File: config.mk
export PLATFORM = sky130hd
export DESIGN_NAME = dly_txn_tracker
export DESIGN_NICKNAME = d
export VERILOG_FILES = /design/src/rtl/dtt_pkg.sv /design/src/rtl/dtt_cfg_regs.sv /design/src/rtl/dtt_txn_store.sv /design/src/rtl/dtt_discard_timer.sv /design/src/rtl/dtt_resp_encode.sv /design/src/rtl/dly_txn_tracker.sv
export SDC_FILE = /design/constraint.sdc
export NUM_CORES = 1
export LEC_CHECK = 0
export BUFFER_PORTS_ARGS = -buffer_cell sky130_fd_sc_hd__buf_2
export CORE_ASPECT_RATIO = 0.5
export CORE_MARGIN = 2
export CORE_UTILIZATION = 51
export DETAILED_ROUTE_END_ITERATION = 10
export GPL_TIMING_DRIVEN = 0
export PLACE_DENSITY = 0.8
export SYNTH_ARGS = -nofsm -noshare
export SYNTH_HDL_FRONTEND = slang
export SYNTH_HIERARCHICAL = 1
export SYNTH_SLANG_ARGS = --single-unit
File: constraint.sdc
create_clock -name clk -period 4.89 [get_ports clk]
set_input_delay 0.2445 -clock clk [delete_from_list [all_inputs] [get_ports clk]]
set_output_delay 0.2445 -clock clk [all_outputs]
set_load 0.02 [all_outputs]
File: src/rtl/dtt_pkg.sv
package dtt_pkg;
  typedef enum logic [1:0] {
    ST_IDLE  = 2'd0,
    ST_PEND  = 2'd1,
    ST_READY = 2'd2,
    ST_DELIV = 2'd3
  } trk_state_e;

  typedef enum logic [1:0] {
    RSP_RETRY  = 2'd0,
    RSP_DONE   = 2'd1,
    RSP_TABORT = 2'd2
  } rsp_kind_e;
endpackage

File: src/rtl/dtt_cfg_regs.sv
module dtt_cfg_regs (
  input  logic clk,
  input  logic rst_n,
  input  logic load,
  input  logic abort_in,
  input  logic fast_in,
  output logic abort_mode,
  output logic fast_sel
);
  logic abort_q, abort_d;
  logic fast_q, fast_d;

  always_comb begin
    abort_d = abort_q;
    fast_d  = fast_q;
    if (load) begin
      abort_d = abort_in;
      fast_d  = fast_in;
    end
  end

  always_ff @(posedge clk or negedge rst_n) begin
    if (!rst_n) begin
      abort_q <= 1'b0;
      fast_q  <= 1'b0;
    end else begin
      abort_q <= abort_d;
      fast_q  <= fast_d;
    end
  end

  assign abort_mode = abort_q;
  assign fast_sel   = fast_q;
endmodule

File: src/rtl/dtt_txn_store.sv
module dtt_txn_store #(
  parameter int ADDR_W = 32,
  parameter int DATA_W = 32,
  parameter int CMD_W  = 4
) (
  input  logic              clk,
  input  logic              rst_n,
  input  logic              cap_req,
  input  logic [ADDR_W-1:0] in_addr,
  input  logic [CMD_W-1:0]  in_cmd,
  input  logic              cap_res,
  input  logic [DATA_W-1:0] in_rdata,
  input  logic              in_mabort,
  output logic [ADDR_W-1:0] st_addr,
  output logic [CMD_W-1:0]  st_cmd,
  output logic [DATA_W-1:0] st_rdata,
  output logic              st_mabort,
  output logic              hit
);
  logic [ADDR_W-1:0] addr_q;
  logic [CMD_W-1:0]  cmd_q;
  logic [DATA_W-1:0] rdata_q;
  logic              mab_q;

  always_ff @(posedge clk or negedge rst_n) begin
    if (!rst_n) begin
      addr_q <= '0;
      cmd_q  <= '0;
    end else if (cap_req) begin
      addr_q <= in_addr;
      cmd_q  <= in_cmd;
    end
  end

  always_ff @(posedge clk or negedge rst_n) begin
    if (!rst_n) begin
      rdata_q <= '0;
      mab_q   <= 1'b0;
    end else if (cap_res) begin
      rdata_q <= in_rdata;
      mab_q   <= in_mabort;
    end
  end

  assign hit       = (in_addr == addr_q) && (in_cmd == cmd_q);
  assign st_addr   = addr_q;
  assign st_cmd    = cmd_q;
  assign st_rdata  = rdata_q;
  assign st_mabort = mab_q;
endmodule

File: src/rtl/dtt_discard_timer.sv
module dtt_discard_timer #(
  parameter int LONG_EXP  = 15,
  parameter int SHORT_EXP = 10
) (
  input  logic clk,
  input  logic rst_n,
  input  logic run,
  input  logic clear,
  input  logic fast_sel,
  output logic expire
);
  localparam int CW = LONG_EXP;
  localparam logic [CW-1:0] LAST_LONG  = CW'((64'd1 << LONG_EXP) - 64'd1);
  localparam logic [CW-1:0] LAST_SHORT = CW'((64'd1 << SHORT_EXP) - 64'd1);

  logic [CW-1:0] cnt_q, cnt_d;
  logic [CW-1:0] last;

  assign last   = fast_sel ? LAST_SHORT : LAST_LONG;
  assign expire = run && (cnt_q == last);

  always_comb begin
    cnt_d = cnt_q;
    if (!run || clear || expire) cnt_d = '0;
    else                         cnt_d = cnt_q + CW'(1);
  end

  always_ff @(posedge clk or negedge rst_n) begin
    if (!rst_n) cnt_q <= '0;
    else        cnt_q <= cnt_d;
  end
endmodule

File: src/rtl/dtt_resp_encode.sv
module dtt_resp_encode
  import dtt_pkg::*;
#(
  parameter int DATA_W = 32
) (
  input  logic              deliver,
  input  logic              is_write,
  input  logic              mabort,
  input  logic              abort_mode,
  input  logic [DATA_W-1:0] held_data,
  output rsp_kind_e         kind,
  output logic [DATA_W-1:0] data
);
  always_comb begin
    kind = RSP_RETRY;
    data = '0;
    if (deliver) begin
      if (!mabort) begin
        kind = RSP_DONE;
        data = is_write ? '0 : held_data;
      end else if (abort_mode) begin
        kind = RSP_TABORT;
      end else begin
        kind = RSP_DONE;
        data = is_write ? '0 : '1;
      end
    end
  end
endmodule

File: src/rtl/dly_txn_tracker.sv
module dly_txn_tracker
  import dtt_pkg::*;
#(
  parameter int ADDR_W    = 32,
  parameter int DATA_W    = 32,
  parameter int CMD_W     = 4,
  parameter int LONG_EXP  = 15,
  parameter int SHORT_EXP = 10
) (
  input  logic              clk,
  input  logic              rst_n,
  input  logic              cfg_load,
  input  logic              cfg_abort_in,
  input  logic              cfg_fast_in,
  input  logic              serr_en,
  input  logic              req_valid,
  input  logic [ADDR_W-1:0] req_addr,
  input  logic [CMD_W-1:0]  req_cmd,
  input  logic              tgt_done,
  input  logic [DATA_W-1:0] tgt_rdata,
  input  logic              tgt_mabort,
  input  logic              pw_mabort,
  output logic              tgt_issue,
  output logic [ADDR_W-1:0] tgt_addr,
  output logic [CMD_W-1:0]  tgt_cmd,
  output logic              rsp_valid,
  output logic [1:0]        rsp_kind,
  output logic [DATA_W-1:0] rsp_data,
  output logic              discard_pulse,
  output logic              serr_pulse
);
  // reset: asserted asynchronously, released through two flops
  logic [1:0] rst_pipe_q;
  logic       rst_sync_n;

  always_ff @(posedge clk or negedge rst_n) begin
    if (!rst_n) rst_pipe_q <= 2'b00;
    else        rst_pipe_q <= {rst_pipe_q[0], 1'b1};
  end
  assign rst_sync_n = rst_pipe_q[1];

  logic cfg_abort, cfg_fast;

  dtt_cfg_regs u_cfg (
    .clk        (clk),
    .rst_n      (rst_sync_n),
    .load       (cfg_load),
    .abort_in   (cfg_abort_in),
    .fast_in    (cfg_fast_in),
    .abort_mode (cfg_abort),
    .fast_sel   (cfg_fast)
  );

  trk_state_e st_q, st_d;
  logic cap_req, cap_res, deliver, discard;
  logic hit, expire;
  logic [DATA_W-1:0] held_data;
  logic held_mab;

  dtt_txn_store #(
    .ADDR_W (ADDR_W),
    .DATA_W (DATA_W),
    .CMD_W  (CMD_W)
  ) u_store (
    .clk       (clk),
    .rst_n     (rst_sync_n),
    .cap_req   (cap_req),
    .in_addr   (req_addr),
    .in_cmd    (req_cmd),
    .cap_res   (cap_res),
    .in_rdata  (tgt_rdata),
    .in_mabort (tgt_mabort),
    .st_addr   (tgt_addr),
    .st_cmd    (tgt_cmd),
    .st_rdata  (held_data),
    .st_mabort (held_mab),
    .hit       (hit)
  );

  dtt_discard_timer #(
    .LONG_EXP  (LONG_EXP),
    .SHORT_EXP (SHORT_EXP)
  ) u_timer (
    .clk      (clk),
    .rst_n    (rst_sync_n),
    .run      (st_q == ST_READY),
    .clear    (deliver),
    .fast_sel (cfg_fast),
    .expire   (expire)
  );

  // next-state logic: a matching retry wins over a same-cycle expiry
  always_comb begin
    st_d    = st_q;
    cap_req = 1'b0;
    cap_res = 1'b0;
    deliver = 1'b0;
    discard = 1'b0;
    unique case (st_q)
      ST_IDLE: begin
        if (req_valid) begin
          cap_req = 1'b1;
          st_d    = ST_PEND;
        end
      end
      ST_PEND: begin
        if (tgt_done) begin
          cap_res = 1'b1;
          st_d    = ST_READY;
        end
      end
      ST_READY: begin
        if (req_valid && hit) begin
          deliver = 1'b1;
          st_d    = ST_DELIV;
        end else if (expire) begin
          discard = 1'b1;
          st_d    = ST_IDLE;
        end
      end
      ST_DELIV: st_d = ST_IDLE;
      default:  st_d = ST_IDLE;
    endcase
  end

  always_ff @(posedge clk or negedge rst_sync_n) begin
    if (!rst_sync_n) st_q <= ST_IDLE;
    else             st_q <= st_d;
  end

  rsp_kind_e         enc_kind;
  logic [DATA_W-1:0] enc_data;

  dtt_resp_encode #(
    .DATA_W (DATA_W)
  ) u_enc (
    .deliver    (deliver),
    .is_write   (tgt_cmd[0]),
    .mabort     (held_mab),
    .abort_mode (cfg_abort),
    .held_data  (held_data),
    .kind       (enc_kind),
    .data       (enc_data)
  );

  logic              rsp_valid_q;
  rsp_kind_e         rsp_kind_q;
  logic [DATA_W-1:0] rsp_data_q;
  logic              discard_q;
  logic              serr_q;
  logic              serr_d;

  assign serr_d = pw_mabort && cfg_abort && serr_en;

  always_ff @(posedge clk or negedge rst_sync_n) begin
    if (!rst_sync_n) begin
      rsp_valid_q <= 1'b0;
      discard_q   <= 1'b0;
      serr_q      <= 1'b0;
    end else begin
      rsp_valid_q <= req_valid;
      discard_q   <= discard;
      serr_q      <= serr_d;
    end
  end

  always_ff @(posedge clk or negedge rst_sync_n) begin
    if (!rst_sync_n) begin
      rsp_kind_q <= RSP_RETRY;
      rsp_data_q <= '0;
    end else if (req_valid) begin
      rsp_kind_q <= enc_kind;
      rsp_data_q <= enc_data;
    end
  end

  assign tgt_issue     = (st_q == ST_PEND);
  assign rsp_valid     = rsp_valid_q;
  assign rsp_kind      = rsp_kind_q;
  assign rsp_data      = rsp_valid_q ? rsp_data_q : '0;
  assign discard_pulse = discard_q;
  assign serr_pulse    = serr_q;
endmodule

==> summary.md <==
| Metric | Value |
|---|---|
| Status | `complete, no violations` |
| Clk sinks | `approximately 130` |
| Top routing layer in use | `met4` |
| H-tree levels | `4` |
| Metal2 WL | `between 6000 and 7000 microns` |
| Detailed Route Iter0 Violations | `around 150` |
| Number of global-route vias before repair | `roughly 4400` |
| Hold Path Class | `input port to flip-flop` |
| CP required | `about 5.2 ns` |
| Ant. Diodes | `0` |
| Post-CTS setup buffers | `0` |
| Top Ports | `152` |
| Setup CP Type | `flip-flop to flip-flop` |
| Initial antenna violation count | `0` |
| Clk Latency, worst-skew pair | `about 0.41 ns` |
| Die H | `81.6 microns` |
| Worst path cell trace | `xor2_1, nor4_1, nand4_1, nor4_2, nand2_1, nor2_1, nand2b_1, buf_2, nor3_2, mux2_4` |
| GRT Residual Overflow | `0` |
| Crit-path max FO | `10` |
| Flip-flop and latch area | `roughly 3200 sq um` |
| Flops & latches, synth | `127` |
| Mapped Area | `between 6000 and 7000 sq um` |
| Area of the multi-input gates | `2750 sq um` |
| Vias | `between 4000 and 5000` |
| Share of cells above drive strength 1 | `a little over half` |
| WL/cell | `around 16 microns` |
| DP HPWL | `9410 microns` |
| Total power | `between 2 and 3 mW` |
| Global-route wire length before repair | `~22000 microns` |
| RSZ-0062 raised after global routing | `no` |
| Max Fclk | `~0.35 GHz` |
| Leakage | `approximately 4 nW` |
| Post-CTS Resized | `0` |
| Crit path time final | `about 2.8 ns` |
| Nets | `~740` |
| Total CTS buffers | `17` |
| Crit path buffers/inverters | `1` |
| Slew Viols, Final | `0` |
| Worst-path clk slew | `roughly 0.060 ns` |
| Final period util | `approximately 58%` |
| Sequential share of the synthesized area | `roughly half` |
| Total die area | `13000 sq um` |
| Area Growth Syn to Fin | `28.3%` |
| M1 WL | `about 6000 microns` |
| Final Core Density | `about two thirds` |
| Largest net degree at the start of global routing | `63` |
| Core ar. | `roughly 12000 sq um` |
| Detail Route met3 WL | `approximately 640 microns` |
| Clock skew | `0.00881 ns` |
| Final hold vios | `0` |
| Worst vdd ir | `approximately 0.22 mV` |
| DR vias/cell | `approximately 5.0` |
| Std-Cell Rows | `28` |
| # setup viols final | `0` |
| Cell count after synthesis | `slightly below 500` |
| CTS max path bufs | `2` |
| Starting density of the core | `approximately 52%` |
| Max_cap viols | `0` |
| Chip width | `159 microns` |
| Worst setup EP type | `flip-flop` |
| # DRC | `0` |
| Filler cell count | `898` |
| Pwr/cell area | `between 300 and 400 nW/um^2` |
| Worst path top cell family by delay | `simple AND/OR/NAND/NOR gates` |
| WL final | `~13000 microns` |
| Syn Nets | `~560` |
| Final ANT Viol Nets | `0` |
| Post-synthesis cell type count | `36` |
| Pre-antenna DRT Iters | `5` |
| Crit path DAT | `around 3.2 ns` |
| GRT Util Overall | `a little over a fifth` |
| CP max stage cell | `dfrtp_1` |
| Synthesized area per cell | `approximately 13 sq um` |
| YS warnings | `6` |
| IO Port Bufs | `151` |
| CTS tree | `yes` |
| Root buf cell | `clkbuf_16` |
| Routability cong. | `0.769` |
| Startpoint Class | `flip-flop` |
| CP max stage delay | `0.40 ns` |
## area by class of cell
type | count | area share [%]
Clock inverter | 9 | 2.55
Multi-Input combinational cell | 321 | 34.9
Tap cell | 165 | 2.62
Inverter | 5 | 0.238
Timing Repair Buffer | 155 | 10.5
Clock buffer | 23 | 6.31
Buffer | 29 | 2.52
Sequential cell | 127 | 40.3
## cells by family after synthesis
| group | after synthesis | synth area share (%) |
|---|---|---|
| AND/OR/NAND/NOR | 158 | 16.4 |
| AO/OA/AOI/OAI | 7 | 0.855 |
| XOR/XNOR | 49 | 6.98 |
| buffers and inverters | 34 | 3.54 |
| adder cells (fa/ha/maj) | 1 | 0.204 |
| flip-flops | 127 | 51.7 |
| multiplexers | 105 | 20.3 |
| other | 1 | 0.0610 |
## layout by cell type (no fill, tap or decap), types with 17 or more instances in the layout
cell and n:
xor2_1 40, nor3_2 30, mux2_2 88, clkbuf_16 17, mux2_4 17, dfrtp_1 126, buf_2 166, and2_1 34
nor2_1 47
## synth_stat cells (all sizes together)
master / number / area, sq um
nor2: 47 / 176
a32o: 1 / 10.0
nor2b: 4 / 25.0
conb: 1 / 3.75
dfrtp: 127 / 3180
nor3: 30 / 300
a21oi: 2 / 10.0
nand2b: 6 / 37.5
and3b: 1 / 8.76
and3: 4 / 25.0
nor3b: 2 / 15.0
o21ai: 1 / 8.76
nand3: 5 / 37.5
buf: 25 / 184
nor4b: 1 / 8.76
mux2: 105 / 1250
a32oi: 1 / 8.76
and4: 3 / 27.5
xnor2: 9 / 78.8
a21boi: 1 / 7.51
o21bai: 1 / 7.51
nand4: 9 / 56.3
xor2: 40 / 350
clkbuf: 4 / 15.0
nand2: 3 / 11.3
and2: 35 / 221
inv: 5 / 18.8
ha: 1 / 12.5
nor4: 8 / 56.3
## timing repair
item | 4_1_cts | 5_1_grt
hold endpoints to repair | 3 | 0
hold buffers | 2 | 0
endpoints found under the setup margin | 0 | 0
## power by group
| part | internal, mW | switching, mW | total [mW] |
|---|---|---|---|
| clock | 1.03 | 0.461 | 1.49 |
| sequential | 1.07 | 0.0186 | 1.09 |
| combinational | 0.0747 | 0.0892 | 0.164 |
| total | 2.17 | 0.569 | 2.74 |
## through the flow
stage | cells | instance area [sq um] | setup slack (ns) | hold WS, ns | TNS, ns
after floorplan | 482 | 6150 | 1.09 | -0.0511 | 0
after global placement | 798 | 7110 | -0.375 | 0.0318 | -45.33
after detailed placement | 800 | 7170 | 2.03 | 0.0328 | 0
after CTS | 834 | 7890 | 2.00 | 0.0550 | 0
after global routing | 834 | 7890 | 1.79 | 0.0603 | 0
final | 834 | 7890 | 2.07 | 0.0652 | 0
## registers in the layout, summed over array words and instances, names as in the netlist
register and flops:
rsp_data_q 32, u_store/st_addr 32, u_store/st_rdata 32, u_timer/cnt_q 15
u_store/st_cmd 4, rsp_kind 2, rst_pipe_q 2, st_q 2
discard_pulse 1, rsp_valid 1, serr_pulse 1, u_cfg/abort_mode 1
u_cfg/fast_sel 1, u_store/st_mabort 1
## metal layers
metal  track usage [%]  vias up
li1                  -     2001
met3              5.30       18
met2              37.9       98
met4              8.27        0
met1              26.2     2062
met5                 0        -
## worst paths after layout
path	startpoint	to	slack [ns]	depth (start not counted)
worst max register to register	u_store/st_addr[30]	rsp_data_q[15]	2.07	10
worst min register to register	rst_pipe_q[1]	u_store/st_addr[13]	0.17	0
worst min-delay path	tgt_rdata[7]	u_store/st_rdata[7]	0.07	2
worst max-delay path	u_store/st_addr[30]	rsp_data_q[15]	2.07	10
max in group asynchronous	rst_pipe_q[1]	rsp_data_q[8]	3.86	2
min in group asynchronous	rst_n	rst_pipe_q[1]	0.14	2
Power figures use the tool's default switching activity.
